## src/rtl/dvq_pkg.sv

```systemverilog
package dvq_pkg;

   // Linked comparator access type; bit 2 separates data from instruction side
   typedef enum logic [2:0] {
      AK_FETCH      = 3'b000,
      AK_EXEC       = 3'b001,
      AK_EXEC_PASS  = 3'b010,
      AK_EXEC_FAIL  = 3'b011,
      AK_DATA_ANY   = 3'b100,
      AK_DATA_LOAD  = 3'b101,
      AK_DATA_STORE = 3'b110,
      AK_DATA_ANY2  = 3'b111
   } access_kind_e;

   typedef enum logic {
      SEL_VALUE = 1'b0,
      SEL_MASK  = 1'b1
   } reg_sel_e;

   function automatic logic kind_is_data(input access_kind_e k);
      return k[2];
   endfunction

   function automatic logic dir_allowed(input access_kind_e k, input logic is_store);
      logic ok;
      case (k)
         AK_DATA_LOAD:  ok = ~is_store;
         AK_DATA_STORE: ok = is_store;
         default:       ok = 1'b1;
      endcase
      return ok;
   endfunction

endpackage

```

## src/rtl/dvq_regs.sv

```systemverilog
module dvq_regs
   import dvq_pkg::*;
#(
   parameter int DATA_W = 32
) (
   input  logic              clk,
   input  logic              rst_n,
   input  logic              wr_en,
   input  logic              wr_sel,
   input  logic [DATA_W-1:0] wr_data,
   output logic [DATA_W-1:0] ref_value,
   output logic [DATA_W-1:0] ref_mask
);

   reg_sel_e sel;
   assign sel = reg_sel_e'(wr_sel);

   always_ff @(posedge clk or negedge rst_n) begin
      if (!rst_n) begin
         ref_value <= '0;
         ref_mask  <= '0;
      end else if (wr_en) begin
         if (sel == SEL_VALUE) ref_value <= wr_data;
         else                  ref_mask  <= wr_data;
      end
   end

   p_value_load_r8: assert property (@(posedge clk) disable iff (!rst_n)
      (wr_en && !wr_sel) |=> (ref_value == $past(wr_data)));
   p_mask_load_r8: assert property (@(posedge clk) disable iff (!rst_n)
      (wr_en && wr_sel) |=> (ref_mask == $past(wr_data)));
   p_hold_r8: assert property (@(posedge clk) disable iff (!rst_n)
      !wr_en |=> ($stable(ref_value) && $stable(ref_mask)));

endmodule

```

## src/rtl/dvq_masked_cmp.sv

```systemverilog
module dvq_masked_cmp #(
   parameter int DATA_W    = 32,
   parameter int LANE_W    = 8,
   parameter bit LANE_TREE = 1'b1
) (
   input  logic [DATA_W-1:0] data_in,
   input  logic [DATA_W-1:0] ref_value,
   input  logic [DATA_W-1:0] ref_mask,
   output logic              data_eq
);

   localparam int N_LANES = DATA_W / LANE_W;

   if (DATA_W < 1) begin : g_bad_width
      $error("dvq_masked_cmp: DATA_W must be positive");
   end
   if (LANE_W < 1 || (DATA_W % LANE_W) != 0) begin : g_bad_lane
      $error("dvq_masked_cmp: LANE_W must divide DATA_W");
   end

   // A mask bit of 1 excludes that bit from the comparison
   logic [DATA_W-1:0] diff_bits;
   assign diff_bits = (data_in ^ ref_value) & ~ref_mask;

   if (LANE_TREE) begin : g_lanes
      logic [N_LANES-1:0] lane_ok;
      for (genvar i = 0; i < N_LANES; i++) begin : g_lane
         assign lane_ok[i] = ~|diff_bits[i*LANE_W +: LANE_W];
      end
      assign data_eq = &lane_ok;
   end else begin : g_flat
      assign data_eq = ~|diff_bits;
   end

endmodule

```

## src/rtl/dvq_gate.sv

```systemverilog
module dvq_gate
   import dvq_pkg::*;
(
   input  logic       clk,
   input  logic       rst_n,
   input  logic       dcmp_en,
   input  logic       cfg_invert,
   input  logic [2:0] cmp_kind,
   input  logic       addr_hit,
   input  logic       xfer_valid,
   input  logic       xfer_store,
   input  logic       data_eq,
   output logic       qual_hit
);

   access_kind_e kind;
   logic         data_ok;
   logic         qual_next;

   assign kind = access_kind_e'(cmp_kind);

   always_comb begin
      data_ok = data_eq ^ cfg_invert;
      if (!dcmp_en)                         qual_next = addr_hit;
      else if (!kind_is_data(kind))         qual_next = 1'b0;
      else if (!xfer_valid)                 qual_next = 1'b0;
      else if (!dir_allowed(kind, xfer_store)) qual_next = 1'b0;
      else                                  qual_next = addr_hit & data_ok;
   end

   always_ff @(posedge clk or negedge rst_n) begin
      if (!rst_n) qual_hit <= 1'b0;
      else        qual_hit <= qual_next;
   end

   p_bypass_r2: assert property (@(posedge clk) disable iff (!rst_n)
      !dcmp_en |=> (qual_hit == $past(addr_hit)));
   p_no_xfer_r3: assert property (@(posedge clk) disable iff (!rst_n)
      (dcmp_en && !xfer_valid) |=> !qual_hit);
   p_addr_needed_r5: assert property (@(posedge clk) disable iff (!rst_n)
      !addr_hit |=> !qual_hit);
   p_instr_low_r7: assert property (@(posedge clk) disable iff (!rst_n)
      (dcmp_en && !cmp_kind[2]) |=> !qual_hit);
   p_dir_r9: assert property (@(posedge clk) disable iff (!rst_n)
      (dcmp_en && ((cmp_kind == 3'd5 && xfer_store) || (cmp_kind == 3'd6 && !xfer_store)))
      |=> !qual_hit);

endmodule

```

## src/rtl/data_value_qualifier.sv

```systemverilog
module data_value_qualifier
   import dvq_pkg::*;
#(
   parameter int DATA_W    = 32,
   parameter int LANE_W    = 8,
   parameter bit LANE_TREE = 1'b1
) (
   input  logic              clk,
   input  logic              rst_n,
   input  logic              wr_en,
   input  logic              wr_sel,
   input  logic [DATA_W-1:0] wr_data,
   input  logic              dcmp_en,
   input  logic              cfg_invert,
   input  logic [2:0]        cmp_kind,
   input  logic              addr_hit,
   input  logic              xfer_valid,
   input  logic              xfer_store,
   input  logic [DATA_W-1:0] data_bus,
   output logic              qual_hit
);

   logic [DATA_W-1:0] ref_value;
   logic [DATA_W-1:0] ref_mask;
   logic              data_eq;

   dvq_regs #(.DATA_W(DATA_W)) u_regs (
      .clk       (clk),
      .rst_n     (rst_n),
      .wr_en     (wr_en),
      .wr_sel    (wr_sel),
      .wr_data   (wr_data),
      .ref_value (ref_value),
      .ref_mask  (ref_mask)
   );

   dvq_masked_cmp #(
      .DATA_W    (DATA_W),
      .LANE_W    (LANE_W),
      .LANE_TREE (LANE_TREE)
   ) u_cmp (
      .data_in   (data_bus),
      .ref_value (ref_value),
      .ref_mask  (ref_mask),
      .data_eq   (data_eq)
   );

   dvq_gate u_gate (
      .clk        (clk),
      .rst_n      (rst_n),
      .dcmp_en    (dcmp_en),
      .cfg_invert (cfg_invert),
      .cmp_kind   (cmp_kind),
      .addr_hit   (addr_hit),
      .xfer_valid (xfer_valid),
      .xfer_store (xfer_store),
      .data_eq    (data_eq),
      .qual_hit   (qual_hit)
   );

   // With every bit masked, a valid, allowed data transfer follows only addr_hit and sense
   p_mask_all_r4: assert property (@(posedge clk) disable iff (!rst_n)
      (dcmp_en && cmp_kind[2] && xfer_valid && addr_hit && (&ref_mask)
       && cmp_kind != 3'd5 && cmp_kind != 3'd6)
      |=> (qual_hit == !$past(cfg_invert)));
   p_invert_r6: assert property (@(posedge clk) disable iff (!rst_n)
      (dcmp_en && cmp_kind == 3'd4 && xfer_valid && addr_hit
       && (((data_bus ^ ref_value) & ~ref_mask) != '0))
      |=> (qual_hit == $past(cfg_invert)));

endmodule

```

## config.mk

```make
export PLATFORM = sky130hd
export DESIGN_NAME = data_value_qualifier
export DESIGN_NICKNAME = d
export VERILOG_FILES = /design/src/rtl/dvq_pkg.sv /design/src/rtl/dvq_regs.sv /design/src/rtl/dvq_masked_cmp.sv /design/src/rtl/dvq_gate.sv /design/src/rtl/data_value_qualifier.sv
export SDC_FILE = /design/constraint.sdc
export NUM_CORES = 1
export LEC_CHECK = 0
export BUFFER_PORTS_ARGS = -buffer_cell sky130_fd_sc_hd__clkbuf_2
export CORE_MARGIN = 2
export CORE_UTILIZATION = 56
export CTS_CLUSTER_SIZE = 12
export DETAILED_ROUTE_END_ITERATION = 10
export PLACE_DENSITY = 0.82
export SYNTH_ARGS = -nofsm -noshare
export SYNTH_HDL_FRONTEND = slang
export SYNTH_SLANG_ARGS = --single-unit
```

## constraint.sdc

```tcl
create_clock -name clk -period 3 [get_ports clk]
set_clock_uncertainty 0.1 [all_clocks]
set_input_delay 0.6 -clock clk [delete_from_list [all_inputs] [get_ports clk]]
set_output_delay 0.6 -clock clk [all_outputs]
set_load 0.02 [all_outputs]
```

**After elaboration in Yosys (flattened, before gate mapping)**

Cells that the tools add are included.
W data, S select, Z words.

- Register bits: 65
- Input bits: 76
- Output and inout bits: 1
- Logic and storage cells: 31

- Equal/unequal tests: 2
- Multiplexer cells: 8
- Bitwise operators: 7
- Reduce and logical (&&, ||, !) cells: 11

Operators by type and width:

| kind | count |
|---|---|
| $and A32 B32 Y32 | 1 |
| $not A32 Y32 | 1 |
| $reduce_or A8 Y1 | 4 |
| $xor A32 B32 Y32 | 1 |
| $mux W1 | 7 |
| $eq A3 B3 Y1 const B | 2 |
| $logic_not A1 Y1 | 4 |
| $reduce_and A2 Y1 | 2 |
| $reduce_and A4 Y1 | 1 |
| $not A1 Y1 | 2 |
| $pmux W1 S2 | 1 |
| $and A1 B1 Y1 | 1 |
| $xor A1 B1 Y1 | 1 |

**Depth between registers and ports, before layout**

Gate-level depths: netlist of the first run.

- Depth after elaboration: 11
- Gate-level depth with buffers: 6
- Gate-level depth less buffers: 6

**Modules after synthesis**

Synthesis of the first run repeated with hierarchy kept, for this count alone.

- Cell total of the unflattened synthesis: 197
- Area, all modules: 2910.3 um^2

By module, submodules not included:

| module | instances | cells each | area each (um^2) | seq. area each (um^2) |
|---|---|---|---|---|
| dvq_regs | 1 | 137 | 2426.1 | 1601.5 |
| dvq_masked_cmp | 1 | 53 | 414.1 | 0.0 |
| dvq_gate | 1 | 7 | 70.1 | 25.0 |

**Worst setup path after synthesis of the first run**

Ideal clock, no wire load.

- Kind: input to register
- Start point: in data_bus[23]
- End point: reg u_gate.qual_hit
- Library setup time: 80 ps
- Arrival: 1665 ps
- Required time: 2820 ps
- Setup slack: 1155 ps
- Stages: 6
- Buffers on the path: 0
- Cell sequence: xnor2_1 -> o22ai_1 -> nor4_1 -> nand4_1 -> or4_1 -> o211ai_2

- Cells in the longest elaborated chain, start to end: 11

RTL lines:

| element | RTL line | RTL |
|---|---|---|
| from (decl) | data_value_qualifier.sv:19 | `input logic [DATA_W-1:0] data_bus,` |
| $xor A32 B32 Y32 | dvq_masked_cmp.sv:23 | `assign diff_bits = (data_in ^ ref_value) & ~ref_mask;` |
| $and A32 B32 Y32 | dvq_masked_cmp.sv:23 |  |
| $reduce_or A8 Y1 | dvq_masked_cmp.sv:28 | `assign lane_ok[i] = ~\|diff_bits[i*LANE_W +: LANE_W];` |
| $logic_not A1 Y1 | dvq_masked_cmp.sv:28 |  |
| $reduce_and A4 Y1 | dvq_masked_cmp.sv:30 | `assign data_eq = &lane_ok;` |
| $xor A1 B1 Y1 | dvq_gate.sv:23 | `data_ok = data_eq ^ cfg_invert;` |
| $and A1 B1 Y1 | dvq_gate.sv:28 | `else qual_next = addr_hit & data_ok;` |
| $mux W1 | dvq_gate.sv:27 | `else if (!dir_allowed(kind, xfer_store)) qual_next = 1'b0;` |
| $mux W1 | dvq_gate.sv:26 | `else if (!xfer_valid) qual_next = 1'b0;` |
| $mux W1 | dvq_gate.sv:25 | `else if (!kind_is_data(kind)) qual_next = 1'b0;` |
| $mux W1 | dvq_gate.sv:24 | `if (!dcmp_en) qual_next = addr_hit;` |
| via u_gate.qual_next | dvq_gate.sv:18 | `logic qual_next;` |
| to (signal assigned) | dvq_gate.sv:33 | `else qual_hit <= qual_next;` |
| to (decl) | dvq_gate.sv:13 | `output logic qual_hit` |

The timed path passes the listed nets, and every way through them passes these cells.
A chain may end at the register's enable or synchronous reset.

**Final worst setup path of the first run**

- Start point: reg u_regs.ref_value[30]
- End point: reg u_gate.qual_hit

- Cells in the longest elaborated chain, start to end: 11

RTL lines:

| element | RTL line | RTL |
|---|---|---|
| from (decl) | dvq_regs.sv:11 | `output logic [DATA_W-1:0] ref_value,` |
| from (signal assigned) | dvq_regs.sv:23 | `if (sel == SEL_VALUE) ref_value <= wr_data;` |
| $xor A32 B32 Y32 | dvq_masked_cmp.sv:23 |  |
| $and A32 B32 Y32 | dvq_masked_cmp.sv:23 |  |
| $reduce_or A8 Y1 | dvq_masked_cmp.sv:28 |  |
| $logic_not A1 Y1 | dvq_masked_cmp.sv:28 |  |
| $reduce_and A4 Y1 | dvq_masked_cmp.sv:30 |  |
| $xor A1 B1 Y1 | dvq_gate.sv:23 |  |
| $and A1 B1 Y1 | dvq_gate.sv:28 |  |
| $mux W1 | dvq_gate.sv:27 |  |
| $mux W1 | dvq_gate.sv:26 |  |
| $mux W1 | dvq_gate.sv:25 |  |
| $mux W1 | dvq_gate.sv:24 |  |
| via u_gate.qual_next | dvq_gate.sv:18 |  |

The timed path passes the listed nets, and every way through them passes these cells.

==> results of run 1 <==
per-stage QoR:
stage	util [%]	setup slack (ps)	hold WS (ps)	power [uW]	instances
finish	73.1	1110	94.8	2180	356
global route	73.1	890	127	2290	356
CTS	73.1	1070	98.0	2200	356
detailed placement	69.0	792	396	1480	341
global placement	69.0	847	389	1450	341
floorplan	-	1150	204	1330	201
worst paths after layout:
check | startpoint | endpoint | slack [ps] | depth (start not counted)
max in group asynchronous | rst_n | u_regs.ref_value[14] | 2000 | 2
worst min-delay path | rst_n | u_regs.ref_value[12] | 90 | 1
worst max-delay path | u_regs.ref_value[30] | u_gate.qual_hit | 1110 | 6
min in group clk | dcmp_en | u_gate.qual_hit | 380 | 2
worst min register to register | u_regs.ref_mask[9] | u_regs.ref_mask[9] | 410 | 1
worst max register to register | u_regs.ref_value[30] | u_gate.qual_hit | 1110 | 6
flip-flops by register name (all words and copies together) (netlist names):
| signal | count |
|---|---|
| u_regs.ref_mask | 32 |
| u_regs.ref_value | 32 |
| u_gate.qual_hit | 1 |
layout by cell type (no fill, tap or decap):
| cell type | instances |
|---|---|
| clkbuf_2 | 76 |
| dfrtp_1 | 65 |
| mux2_2 | 62 |
| xnor2_1 | 32 |
| o22ai_1 | 16 |
| clkbuf_8 | 11 |
| nand2_1 | 5 |
| nor4_1 | 4 |
| buf_4 | 4 |
| nor2_1 | 2 |
| mux2_1 | 2 |
| clkinv_2 | 2 |
| inv_1 | 1 |
| nand4_1 | 1 |
| o2111ai_1 | 1 |
| or4_1 | 1 |
| o211ai_2 | 1 |
| nor2b_4 | 1 |
| clkbuf_1 | 1 |
| bufinv_16 | 1 |
power groups by stage:
stage	clock, uW	combinational, uW	sequential (uW)
floorplan	0	255	1080
global placement	0	362	1090
detailed placement	0	377	1100
CTS	738	378	1080
global route	776	412	1100
finish	726	371	1080
worst reg2reg max path, cell delays in order, from the launching register on:
cell and delay [ps]:
dfrtp_1 390, xnor2_1 190, o22ai_1 130, nor4_1 340, nand4_1 150, or4_1 430, o211ai_2 80
cell usage after synthesis (2+ instances only):
| cell | n | area share (%) |
|---|---|---|
| buf_1 | 3 | 0.39 |
| buf_2 | 3 | 0.53 |
| dfrtp_1 | 65 | 57 |
| mux2_1 | 2 | 0.79 |
| mux2_2 | 62 | 24 |
| nand2_1 | 5 | 0.66 |
| nor2_1 | 2 | 0.26 |
| nor4_1 | 4 | 0.88 |
| o22ai_1 | 16 | 3.5 |
| xnor2_1 | 32 | 9.8 |
cell families after synthesis:
| kind of cell | share of synthesized area, % |
|---|---|
| AOI/OAI and AO/OA | 4.25 |
| xor gates and xnor gates | 9.82 |
| buffers and inverters | 1.18 |
| DFF | 57.0 |
| muxes | 25.3 |
| and+or+nand+nor | 2.50 |
final cells by class:
cell class	count	area, sq um
Tap cell	67	83.8
Sequential cell	65	1630
Clock inverter	3	40.0
Inverter	1	3.75
Timing Repair Buffer	80	410
Clock buffer	12	155
Fill cell	368	1300
Multi-Input combinational cell	128	1200
per-layer routing:
layer  wire length, microns  vias up  share of wire (%)
li1                       -      893                  -
met1                   2300      891                 43
met2                   2640       51                 49
met3                    343        8                6.4
met4                     89        0                1.7
met5                      0        -                  0
==> results.ini, run 1 <==
[status]
status=finished, final reports clean

[timing]
layout_worst_path_cycle_share_pct=62.9
slew_viol_final=0
rsz0062_at_grt=no
max_freq_ghz=0.530
setup-violations-final=0
fin_crit_ps=1890
hold_violations=0
tns_ps=0
tightest_slew_ps=442
slew_headroom_pct=70.5

[clock_network]
h-tree-depth=3
clockRootBuffer=clkbuf_8
cts_sinks=65
cts_tree=built
clockBufferDepth=2
cts_hold_buffers=0
clkTransAtPathRegs_ps=60
clock_latency_ps=330
post_cts_resized=0
post-cts-setup-buffers=0
cts_buffers=9

[power]
p_leak_uw=0.00158
clock_power_share_pct=33.3
p_per_area_nw_per_um2=619
power.switching_uw=525
p_comb_share_pct=17.0
vdd_ir_drop_max_v=0.000422
switching_share_pct=24.1
p_int_uw=1660
seqPwrFrac_pct=49.7

[final_layout]
antenna_cells=0
nets=361
drive_gt1_share_pct=54.7
area_growth_pct=23.4
fin_area_sq_um=3520

[drt]
drc=0
wirelength_mm=5.37
vias=1843
initialDrtViolationCount=55
drt-wirelength-per-cell_microns=15.1
vias_per_cell=5.18
first_pass_iters=3
drtAntennaViolNets=0

[logic_synthesis]
avgSynthCellArea_sq_um=14.2
ys.flop_type=dfrtp_1
seq_area_frac_synth_pct=57.0
yosys_warnings=0
synth_edf_count=0
syn_nets=277
syn_inst=201
synth_seq_cells=65
netlist-cell-type-count=17
syn-cell-area_sq_um=2850
synthArstFlopShare_pct=100

[setup_path]
crit_arrival_ps=2040
cp_cell_sequence=xnor2_1 > o22ai_1 > nor4_1 > nand4_1 > or4_1 > o211ai_2
critPathBufInv=0
worst_path_max_delay_cell=or4_1
worst_path_dominant_cell_family=simple AND/OR/NAND/NOR gates
critPathMaxFanout=2
required_ps=3150
cpPeakStageDelay_ps=430
critPathLaunchType=register
cp-end-kind=register
critPathKind=register to register

[floorplanning]
fp.dieW_microns=75.4
boundaryPins=77
die_area_sq_um=5680
core_area_sq_um=4820
rows=25
chipHeight_microns=75.4
start_util_pct=59.2

[place]
place_area_sq_um=3330
gp_congestion=0.723
place_hpwl_mm=4.01
port_buffers=76

[job]
maxCapViolCount=0

[grt]
antenna_found_initial=0
met2_usage_pct=34.8
grt.met1_usage_pct=26.3
grt_max_degree=33
met3_usage_pct=5.82
grt_pass1_vias=1960
grt_use_total_pct=21.2
overflow=0
busiest_layer=met2
grt_pass1_wl_mm=8.70

[hold_path]
hold_class=input pin to async pin

Power figures use the tool's default switching activity.
==> run 2, diff against run 1 <==
--- a/config.mk
+++ b/config.mk
@@ -7,10 +7,10 @@
 export LEC_CHECK = 0
 export BUFFER_PORTS_ARGS = -buffer_cell sky130_fd_sc_hd__clkbuf_2
 export CORE_MARGIN = 2
-export CORE_UTILIZATION = 56
+export CORE_UTILIZATION = 47
 export CTS_CLUSTER_SIZE = 12
 export DETAILED_ROUTE_END_ITERATION = 10
-export PLACE_DENSITY = 0.82
+export PLACE_DENSITY = 0.74
 export SYNTH_ARGS = -nofsm -noshare
 export SYNTH_HDL_FRONTEND = slang
 export SYNTH_SLANG_ARGS = --single-unit
==> constraint.sdc (replaced) <==
create_clock -name clk -period 1.5 [get_ports clk]
set_clock_uncertainty 0.1 [all_clocks]
set_input_delay 0.3 -clock clk [delete_from_list [all_inputs] [get_ports clk]]
set_output_delay 0.3 -clock clk [all_outputs]
set_load 0.02 [all_outputs]
==> results.ini, run 2 (synthesis results as in run 1) <==
[drt]
drc=0  ; unchanged
vias=1882  ; was 1843
drt-wirelength-per-cell_microns=14.9  ; was 15.1 microns
drtAntennaViolNets=0  ; unchanged
first_pass_iters=4  ; was 3
initialDrtViolationCount=63  ; was 55
vias_per_cell=5.10  ; was 5.18
wirelength_mm=5.48  ; was 5.37 mm

[final_layout]
area_growth_pct=27.1  ; was 23.4%
layout_commonest_cell=clkbuf_2  ; unchanged
layout_common_cells=75 x clkbuf_2, 65 x dfrtp_1, 62 x mux2_2  ; was 76 x clkbuf_2, 65 x dfrtp_1, 62 x mux2_2
largestRegisters=u_regs.ref_mask: 32 flops, u_regs.ref_value: 32 flops, u_gate.qual_hit: 1 flops  ; unchanged
regArea_sq_um=1630  ; unchanged
fill_cells=488  ; was 368
nets=365  ; was 361
drive_gt1_share_pct=55.1  ; was 54.7%
multi_input_area_sq_um=1200  ; unchanged
antenna_cells=0  ; unchanged

[clock_network]
cts_tree=built  ; unchanged
cts_sinks=65  ; unchanged
clock_latency_ps=330  ; about the same
clockRootBuffer=clkbuf_8  ; unchanged
clockBufferDepth=2  ; unchanged
h-tree-depth=3  ; unchanged
post-cts-setup-buffers=0  ; unchanged
cts_buffers=9  ; unchanged
clkTransAtPathRegs_ps=70  ; was 60 ps
post_cts_resized=0  ; unchanged

[grt]
grt_pass1_wl_mm=8.52  ; was 8.70 mm
grt_use_total_pct=17.4  ; was 21.2%
grt_max_degree=66  ; was 33
grt_pass1_vias=1918  ; was 1960
overflow=0  ; unchanged
antenna_found_initial=0  ; unchanged

[setup_path]
cp-end-kind=register  ; unchanged
crit_arrival_ps=2050  ; was 2040 ps
reg2reg_slack_ps=-400  ; was 1110 ps
cp_cell_sequence=xnor2_1 > o22ai_1 > nor4_1 > buf_4 > nand4_1 > or4_1 > o211ai_2  ; was xnor2_1 > o22ai_1 > nor4_1 > nand4_1 > or4_1 > o211ai_2
setup.worst_path.start=u_regs.ref_value[4]  ; was u_regs.ref_value[30]
r2r-end=u_gate.qual_hit  ; unchanged
cp-endpoint=u_gate.qual_hit  ; unchanged
worst_path_max_delay_cell=or4_1  ; unchanged
worstRegToRegCells=7  ; was 6
critPathKind=register to register  ; unchanged
required_ps=1650  ; was 3150 ps
cpPeakStageDelay_ps=440  ; was 430 ps
critPathMaxFanout=2  ; unchanged
r2r_start=u_regs.ref_value[4]  ; was u_regs.ref_value[30]
critPathLaunchType=register  ; unchanged

[timing]
setup-violations-final=1  ; was 0
hold_violations=0  ; unchanged
layout_worst_path_cycle_share_pct=127  ; was 62.9%
slew_headroom_pct=76.3  ; was 70.5%
rsz0062_at_grt=yes  ; was no
tightest_slew_ps=355  ; was 442 ps
fin_ws_ps=-401  ; was 1110 ps
slew_viol_final=0  ; unchanged
max_freq_ghz=0.526  ; was 0.530 GHz
fin_crit_ps=1900  ; was 1890 ps
tns_ps=-401  ; was 0 ps

[place]
port_buffers=76  ; unchanged
dp_slack_ps=-358  ; was 792 ps
place_hpwl_mm=3.94  ; was 4.01 mm
gp_congestion=0.697  ; was 0.723

[floorplanning]
die_area_sq_um=6710  ; was 5680 sq um
start_util_pct=48.5  ; was 59.2%
core_area_sq_um=5890  ; was 4820 sq um
rows=28  ; was 25
boundaryPins=77  ; unchanged
chipHeight_microns=81.9  ; was 75.4 microns
fp.dieW_microns=81.9  ; was 75.4 microns

[power]
p_leak_uw=0.00162  ; was 0.00158 uW
p_per_area_nw_per_um2=1240  ; was 619 nW/um^2
vdd_ir_drop_max_v=0.000780  ; was 0.000422 V

[job]
maxCapViolCount=0  ; unchanged

[hold_path]
hold_class=input pin to register  ; was input pin to async pin

[status]
status=complete, but fails checks  ; was finished, final reports clean
violations=setup timing

==> run 2: cell types whose count changed in the layout (fill, tap and decap cells not counted), sizes merged <==
cell,previous run,this run
bufinv,1,2
clkbuf,88,85
clkinv,2,3
clkinvlp,0,1
dlygate4sd3,0,1
buf,4,8
==> run 2: worst min-delay path by stage <==
stage                        from                   end  depth (start not counted)
after floorplan             rst_n       u_gate.qual_hit                          0
after global placement      rst_n  u_regs.ref_value[12]                          2
after detailed placement    rst_n  u_regs.ref_value[13]                          2
after CTS                 dcmp_en       u_gate.qual_hit                          2
after global routing      dcmp_en       u_gate.qual_hit                          2
final                     dcmp_en       u_gate.qual_hit                          2
==> run 2: worst max-delay path, delay by kind of cell (launching register included) <==
| family | cells | cell delay, ps |
|---|---|---|
| AO/OA/AOI/OAI | 2 | 170 |
| flip-flops | 1 | 390 |
| AND/OR/NAND/NOR | 3 | 840 |
| buffers and inverters | 1 | 160 |
| XOR/XNOR | 1 | 160 |
==> run 2: routing by layer <==
layer / vias up / track usage (%) / wire length (microns)
met5: - / 0 / 0
met4: 0 / 8.67 / 86
met2: 47 / 29.8 / 2750
li1: 900 / - / -
met3: 7 / 4.07 / 308
met1: 928 / 20.3 / 2340
==> run 2: power by group <==
group	switching [uW]	leakage, uW	total [uW]	internal (uW)
clock	637	0.000106	1560	928
combinational	288	0.000747	773	485
sequential	152	0.000764	2160	2010
==> run 2: final cells by class <==
class / instances / area share [%]
Sequential cell: 65 / 44.8
Inverter: 1 / 0.103
Multi-Input combinational cell: 128 / 33.1
Tap cell: 75 / 2.59
Timing Repair Buffer: 84 / 13.6
Clock inverter: 6 / 2.28
Clock buffer: 10 / 3.52
==> run 2: stage by stage <==
step | utilization, % | std cells | cell area (sq um) | hold WS, ps | total power (uW)
3_3_place_gp | 57.9 | 352 | 3410 | 239 | 2940
2_1_floorplan | - | 201 | 2850 | -95.6 | 2670
3_5_place_dp | 57.9 | 352 | 3410 | 243 | 2980
4_1_cts | 61.6 | 369 | 3630 | 63.6 | 4560
5_1_grt | 61.6 | 369 | 3630 | 73.8 | 4720
6_report | 61.6 | 369 | 3630 | 78.3 | 4500
==> run 2: repair_timing <==
| action | in CTS | in global routing |
|---|---|---|
| pin swaps | 2 | 2 |
| hold buffers | 1 | 0 |
| setup endpoints to repair | 1 | 1 |
| endpoints found under the hold margin | 65 | 0 |
